[config.mk]
export PLATFORM = sky130hd
export DESIGN_NAME = int_div_unit
export DESIGN_NICKNAME = d
export VERILOG_FILES = /design/src/rtl/int_div_pkg.sv /design/src/rtl/div_operand_prep.sv /design/src/rtl/div_iter_core.sv /design/src/rtl/div_result_fix.sv /design/src/rtl/int_div_unit.sv
export SDC_FILE = /design/constraint.sdc
export NUM_CORES = 1
export LEC_CHECK = 0
export ABC_AREA = 1
export BUFFER_PORTS_ARGS = -buffer_cell sky130_fd_sc_hd__buf_2
export CORE_MARGIN = 2
export CORE_UTILIZATION = 30
export CTS_CLUSTER_SIZE = 14
export DETAILED_ROUTE_END_ITERATION = 10
export GPL_ROUTABILITY_DRIVEN = 0
export GPL_TIMING_DRIVEN = 1
export PLACE_DENSITY = 0.58
export SLEW_MARGIN = 20
export SYNTH_ARGS = -nofsm -noshare
export SYNTH_HDL_FRONTEND = slang
export SYNTH_SLANG_ARGS = --single-unit
export TNS_END_PERCENT = 30
[constraint.sdc]
create_clock -name clk -period 2.4 [get_ports clk]
set_input_delay 0.24 -clock clk [delete_from_list [all_inputs] [get_ports clk]]
set_output_delay 0.24 -clock clk [all_outputs]
set_load 0.05 [all_outputs]
[src/rtl/int_div_pkg.sv]
package int_div_pkg;

   typedef enum logic [1:0] {
      OP_SQUOT = 2'b00,
      OP_UQUOT = 2'b01,
      OP_SREM  = 2'b10,
      OP_UREM  = 2'b11
   } div_op_e;

   typedef enum logic [1:0] {
      ST_IDLE = 2'd0,
      ST_CALC = 2'd1,
      ST_DONE = 2'd2
   } div_state_e;

   function automatic logic op_signed(div_op_e op);
      return ~op[0];
   endfunction

   function automatic logic op_wants_rem(div_op_e op);
      return op[1];
   endfunction

endpackage

[src/rtl/div_operand_prep.sv]
module div_operand_prep #(
   parameter int DATA_W = 32
) (
   input  logic              is_signed_i,
   input  logic [DATA_W-1:0] dividend_i,
   input  logic [DATA_W-1:0] divisor_i,
   output logic [DATA_W-1:0] a_mag_o,
   output logic [DATA_W-1:0] b_mag_o,
   output logic              a_neg_o,
   output logic              b_neg_o,
   output logic              b_zero_o
);
   localparam int MSB = DATA_W - 1;

   always_comb begin
      a_neg_o  = is_signed_i & dividend_i[MSB];
      b_neg_o  = is_signed_i & divisor_i[MSB];
      b_zero_o = (divisor_i == '0);
      a_mag_o  = a_neg_o ? (~dividend_i + 1'b1) : dividend_i;
      b_mag_o  = b_neg_o ? (~divisor_i + 1'b1) : divisor_i;
   end
endmodule

[src/rtl/div_iter_core.sv]
module div_iter_core #(
   parameter int DATA_W = 32
) (
   input  logic              clk,
   input  logic              rst_n,
   input  logic              load_i,
   input  logic              step_i,
   input  logic [DATA_W-1:0] a_mag_i,
   input  logic [DATA_W-1:0] b_mag_i,
   output logic [DATA_W-1:0] quot_o,
   output logic [DATA_W-1:0] rem_o
);
   localparam int EXT_W = DATA_W + 1;

   logic [DATA_W-1:0] quot_q, rem_q, div_q;
   logic [EXT_W-1:0]  shifted, trial;
   logic              fits;

   always_comb begin
      shifted = {rem_q, quot_q[DATA_W-1]};
      trial   = shifted - {1'b0, div_q};
      fits    = ~trial[DATA_W];
   end

   always_ff @(posedge clk or negedge rst_n) begin
      if (!rst_n) begin
         quot_q <= '0;
         rem_q  <= '0;
         div_q  <= '0;
      end else if (load_i) begin
         quot_q <= a_mag_i;
         rem_q  <= '0;
         div_q  <= b_mag_i;
      end else if (step_i) begin
         quot_q <= {quot_q[DATA_W-2:0], fits};
         rem_q  <= fits ? trial[DATA_W-1:0] : shifted[DATA_W-1:0];
      end
   end

   assign quot_o = quot_q;
   assign rem_o  = rem_q;
endmodule

[src/rtl/div_result_fix.sv]
module div_result_fix
   import int_div_pkg::*;
#(
   parameter int DATA_W = 32
) (
   input  div_op_e           op_i,
   input  logic              a_neg_i,
   input  logic              b_neg_i,
   input  logic              b_zero_i,
   input  logic [DATA_W-1:0] quot_mag_i,
   input  logic [DATA_W-1:0] rem_mag_i,
   output logic [DATA_W-1:0] result_o
);
   logic              q_flip;
   logic [DATA_W-1:0] quot_fixed, rem_fixed;

   always_comb begin
      q_flip     = (a_neg_i ^ b_neg_i) & ~b_zero_i;
      quot_fixed = b_zero_i ? '1
                 : (q_flip ? (~quot_mag_i + 1'b1) : quot_mag_i);
      rem_fixed  = a_neg_i ? (~rem_mag_i + 1'b1) : rem_mag_i;
      result_o   = op_wants_rem(op_i) ? rem_fixed : quot_fixed;
   end
endmodule

[src/rtl/int_div_unit.sv]
module int_div_unit
   import int_div_pkg::*;
#(
   parameter int DATA_W = 32
) (
   input  logic              clk,
   input  logic              rst_n,
   input  logic              start_i,
   input  logic [1:0]        op_i,
   input  logic [DATA_W-1:0] dividend_i,
   input  logic [DATA_W-1:0] divisor_i,
   input  logic              ack_i,
   output logic              busy_o,
   output logic              done_o,
   output logic [DATA_W-1:0] result_o
);
   localparam int CNT_W = (DATA_W > 2) ? $clog2(DATA_W) : 1;
   localparam logic [CNT_W-1:0] LAST_STEP = CNT_W'(DATA_W - 1);

   generate
      if (DATA_W < 2) begin : g_bad_width
         $error("int_div_unit: DATA_W must be at least 2");
      end
   endgenerate

   div_state_e        state_q;
   logic [CNT_W-1:0]  step_q;
   div_op_e           op_q;
   logic              a_neg_q, b_neg_q, b_zero_q;

   logic              load, step;
   logic [DATA_W-1:0] a_mag, b_mag, quot_mag, rem_mag;
   logic              a_neg, b_neg, b_zero;

   assign load = (state_q == ST_IDLE) & start_i;
   assign step = (state_q == ST_CALC);

   div_operand_prep #(.DATA_W(DATA_W)) u_prep (
      .is_signed_i (op_signed(div_op_e'(op_i))),
      .dividend_i  (dividend_i),
      .divisor_i   (divisor_i),
      .a_mag_o     (a_mag),
      .b_mag_o     (b_mag),
      .a_neg_o     (a_neg),
      .b_neg_o     (b_neg),
      .b_zero_o    (b_zero)
   );

   div_iter_core #(.DATA_W(DATA_W)) u_core (
      .clk     (clk),
      .rst_n   (rst_n),
      .load_i  (load),
      .step_i  (step),
      .a_mag_i (a_mag),
      .b_mag_i (b_mag),
      .quot_o  (quot_mag),
      .rem_o   (rem_mag)
   );

   div_result_fix #(.DATA_W(DATA_W)) u_fix (
      .op_i       (op_q),
      .a_neg_i    (a_neg_q),
      .b_neg_i    (b_neg_q),
      .b_zero_i   (b_zero_q),
      .quot_mag_i (quot_mag),
      .rem_mag_i  (rem_mag),
      .result_o   (result_o)
   );

   always_ff @(posedge clk or negedge rst_n) begin
      if (!rst_n) begin
         state_q  <= ST_IDLE;
         step_q   <= '0;
         op_q     <= OP_SQUOT;
         a_neg_q  <= 1'b0;
         b_neg_q  <= 1'b0;
         b_zero_q <= 1'b0;
      end else begin
         unique case (state_q)
            ST_IDLE: if (start_i) begin
               state_q  <= ST_CALC;
               step_q   <= '0;
               op_q     <= div_op_e'(op_i);
               a_neg_q  <= a_neg;
               b_neg_q  <= b_neg;
               b_zero_q <= b_zero;
            end
            ST_CALC: begin
               step_q <= step_q + 1'b1;
               if (step_q == LAST_STEP) state_q <= ST_DONE;
            end
            ST_DONE: if (ack_i) state_q <= ST_IDLE;
            default: state_q <= ST_IDLE;
         endcase
      end
   end

   assign busy_o = (state_q != ST_IDLE);
   assign done_o = (state_q == ST_DONE);
endmodule

# Yosys cells after proc, flatten, opt, wreduce, memory -nomap -nowiden
# Index checks and enable logic that the tools add are counted.
[word_totals] word_cells=58 memories=0 rom_bits=0 output_inout_bits=34 regBits=108 latch_bits=0 inputBits=70 ram_bits=0
[op_classes] addsub=6 n_div=0 order_cmp=0 n_eq_ne=6 reduce_logical=8 n_shift=0 bitwise=12 mux=17 multipliers=0
[ops] operator="$mux W32" n=11
[ops] operator="$add A32 B1 Y32 const B" n=4
[ops] operator="$not A32 Y32" n=4
[ops] operator="$sub A33 B32 Y33" n=1
[ops] operator="$logic_not A32 Y1" n=1
[ops] operator="$pmux W5 S2" n=1
[ops] operator="$mux W2" n=3
[ops] operator="$pmux W2 S3" n=1
[ops] operator="$reduce_bool A2 Y1" n=3
[ops] operator="$add A5 B1 Y5 const B" n=1
[ops] operator="$eq A5 B5 Y1 const B" n=1
[ops] operator="$mux W5" n=1
[ops] operator="$and A1 B1 Y1" n=4
[ops] operator="$ne A2 B2 Y1 const B" n=2
[ops] operator="$reduce_and A2 Y1" n=2
[ops] operator="$not A1 Y1" n=3
[ops] operator="$reduce_and A3 Y1" n=1
[ops] operator="$eq A2 B1 Y1 const B" n=1
[ops] operator="$eq A2 B2 Y1 const B" n=1
[ops] operator="$logic_not A2 Y1" n=1
[ops] operator="$ne A2 B1 Y1 const B" n=1
[ops] operator="$xor A1 B1 Y1" n=1

# Longest topological paths before layout
[logic_depth] word_depth=5 mapped_depth=18 mapped_depth_nobuf=17

# Hierarchy
# A second synthesis with hierarchy kept.
[unflattened] cells_unflattened=2104 area_unflattened_um2=11923.9
[by_module_without_submodules] mod="div_iter_core" instances=1 area_each_um2=6980.4 cells_per_inst=1071
[by_module_without_submodules] mod="div_result_fix" instances=1 area_each_um2=2318.5 cells_per_inst=518
[by_module_without_submodules] mod="div_operand_prep" instances=1 area_each_um2=2092.0 cells_per_inst=453
[by_module_without_submodules] mod="int_div_unit" instances=1 area_each_um2=533.0 cells_per_inst=62

# Worst setup path after synthesis
# Ideal clock, no wire load.
[synth_path] path_kind="register -> output" from="register u_core.rem_q[0], in the netlist u_core.rem_o[0]" to="output port result_o[27]" t_arrival_ns=2.437 slack_ns=-0.277 required_ns=2.160 path_stages_with_launch=8 path_buffers=0 cell_sequence="dfrtp_1 > inv_1 > nand3_1 > nor2_1 > nand4_1 > o21ai_2 > a21oi_1 > o21ai_0"
[synth_between] elab_chain_len=4
[synth_rtl] element="from (decl)" line="div_iter_core.sv:15" rtl="logic [DATA_W-1:0] quot_q, rem_q, div_q;"
[synth_rtl] element="from (signal assigned)" line="div_iter_core.sv:36" rtl="rem_q <= fits ? trial[DATA_W-1:0] : shifted[DATA_W-1:0];"
[synth_rtl] element="$not A32 Y32" line="div_result_fix.sv:21" rtl="rem_fixed = a_neg_i ? (~rem_mag_i + 1'b1) : rem_mag_i;"
[synth_rtl] element="$add A32 B1 Y32" line="div_result_fix.sv:21"
[synth_rtl] element="$mux W32" line="div_result_fix.sv:21"
[synth_rtl] element="$mux W32" line="div_result_fix.sv:22" rtl="result_o = op_wants_rem(op_i) ? rem_fixed : quot_fixed;"
[synth_rtl] element="to (decl)" line="int_div_unit.sv:15" rtl="output logic [DATA_W-1:0] result_o"
# Every way passes these cells.

# Worst setup path in the final report
[layout_path] from="register u_core.rem_q[4], in the netlist u_core.rem_o[4]" to="output port result_o[12]"
# Same word-level chain as after synthesis.

==> results.cfg <==
[floorplan]
start_util_pct = 30.5
die_w_um = 197
num_rows = 70
io_pins = 104
core-area_sq_um = 36700
die-area_sq_um = 38900
fp.dieH_um = 197

[critical_path]
endpoint_kind = output pin
reg2reg_to = u_core.rem_o[0]
path_class = flop to output pin
worstPathRequired_ps = 2160
slowest_delay_ps = 400
cp_top_family = simple AND/OR/NAND/NOR gates
crit_chain = buf_6, inv_2, nand4_1, nor2_4, buf_4, nand2_2, nand2_2, o21a_1, a21oi_1, o21ai_0, nand2_1, buf_6
cp_num_buf_inv = 4
crit_start = u_core.rem_o[4]
critPathLaunchType = flop
reg2reg_setup_slack_ps = 50
cp.arrival_ps = 2220
cpMaxStageDelayCell = dfrtp_1
rr_worst_depth = 12
r2r_start = u_core.rem_o[19]
critical_path.max_fanout = 3

[yosys]
ys_ff_latch = 107
synth-main-ff-cell = dfrtp_1
synth_warnings = 0
syn_area_per_cell_sq_um = 5.80
synth_cell_type_count = 50
synth-edff-count = 0
synth_cells = 1932
synth_seq_area_share_pct = 23.9
syn_nets = 2041
async_flop_share_pct = 100
netlist_area_sq_um = 11200

[timing]
drv_slew = 0
min_period_ps = 2460
setup_ws_ps = -59.4
finalSetupViolCount = 14
finalHoldWorstSlack_ps = 43.9
worst_clock_skew_ps = 12.8
finalCritPeriodShare_pct = 102
rsz0062_at_grt = yes
slew_headroom_pct = 51.6
worstMarginPinSlew_ps = 725
hold_viol_final = 0
fmax_mhz = 407

[detailed_routing]
drc_errors = 0
num_vias = 13100
wirelength_um = 41200
wire_per_inst_um = 15.8
ant_nets = 0
drt_first_iter_violations = 961
drtPass1Iterations = 5
vias_per_cell = 5.01

[clock_tree]
cts_buffer_depth = 2
insertion_delay_ps = 380
cts_tree = done
clk_pin_slew_ps = 80
clock-root-buffer = clkbuf_16
cts_buffers = 9
htreeDepth = 3
clock-sinks = 107

[global_route]
grt_max_degree = 55
grt.total_usage_pct = 21.1
grt_pass1_vias = 12500
grt_overflow = 0
grt_pass1_wl_um = 65300
antenna_found_initial = 0

[finish]
final_common_cell = nand2_1
syn_to_final_growth_pct = 29.4
instances_no_fill = 2613
antenna_cells = 0
layout_common_cells = 589 x nand2_1, 285 x inv_1, 179 x nand3_1
drive_above_1_share_pct = 21.2
multiInputGateArea_sq_um = 7890
final_cell_area_sq_um = 14500
regArea_sq_um = 2690
fillers = 3924
layout.nets = 2250

[place]
dp_slack_ps = -87.5
port_buffers = 103
placed_cells = 2566
hpwl_um = 32900
place_area_sq_um = 13000

[run_status]
outcome = finished with violations
violations = negative setup slack

[hold_path]
hold-path-cell-count = 2
hold_end = state_q[1]
hold_class = input port to flop
hold_start = ack_i

[job]
cap_violations = 0
## final cells by class
| type | count | share of cell area (%) |
|---|---|---|
| inverters | 308 | 8.04 |
| multi-input cells | 1467 | 54.4 |
| repair buffers | 248 | 13.0 |
| flip-flops and latches | 107 | 18.6 |
| well taps | 468 | 4.04 |
| clock buffers | 10 | 1.65 |
| clock inverters | 5 | 0.311 |
## layer usage
metal  part of all wire (%)  track usage (%)  vias up  routed length [um]
met5                      0                0        -                   0
met4                    2.7             6.49        0                1100
met3                    4.5             2.01       64                1850
met2                     46             34.8      393               18900
li1                       -                -     6600                   -
met1                     47             29.0     6047               19400
## sequential cells by signal, indices dropped and copies added (netlist names)
name,count
u_core.rem_o,32
step_q,5
op_q,1
a_neg_q,1
state_q,2
u_core.quot_o,32
b_zero_q,1
u_core.div_q,32
b_neg_q,1
## cell usage after synthesis, drive strengths merged, types with 2 or more instances
cell | instances | area share, %
nand2 | 636 | 22
inv | 306 | 10
nor2 | 201 | 6.9
nand3 | 200 | 9.1
o21ai | 129 | 5.8
dfrtp | 107 | 24
a21oi | 64 | 3.0
ha | 38 | 4.2
xor2 | 33 | 2.6
nor3 | 31 | 1.4
clkbuf | 28 | 0.94
nand4 | 26 | 1.5
a22oi | 23 | 1.5
buf | 22 | 1.1
nand3b | 17 | 1.1
xnor2 | 11 | 0.86
o211ai | 9 | 0.60
o221ai | 8 | 0.63
o22ai | 8 | 0.45
and2 | 5 | 0.28
o31ai | 4 | 0.27
or2 | 4 | 0.22
a21o | 3 | 0.20
a31oi | 3 | 0.17
o21a | 3 | 0.20
a22o | 2 | 0.16
clkinv | 2 | 0.067
nor3b | 2 | 0.13
## worst max path at each step
stage,end,slack [ps],cells past startpoint
floorplan,result_o[19],-100,7
global placement,u_core.rem_o[30],-40,17
detailed placement,u_core.rem_o[30],-90,17
CTS,result_o[18],-100,12
global route,result_o[30],-190,16
finish,result_o[12],-60,12
## timing repair
action	CTS	global route
cloned	0	1
hold buffers	1	0
pin swaps	33	37
setup buffers	14	17
endpoints found under the setup margin	62	64
resized for setup	146	127
hold endpoints to repair	37	0
## cells by family after synthesis
group	synth area share (%)
compound gates	13.3
xor+xnor	3.44
fa+ha+maj	4.42
buf+inv	12.4
flops	23.9
simple gates	42.6
## through the flow
step                setup TNS, ps  util [%]
detailed placement           -686      35.4
global placement             -173      35.4
floorplan                    -105         -
finish                       -448      39.5
CTS                          -664      37.6
global route                -4010      39.5
Power is not shown: default switching activity piles up to over one toggle a cycle in this logic, so the estimate is an artifact.
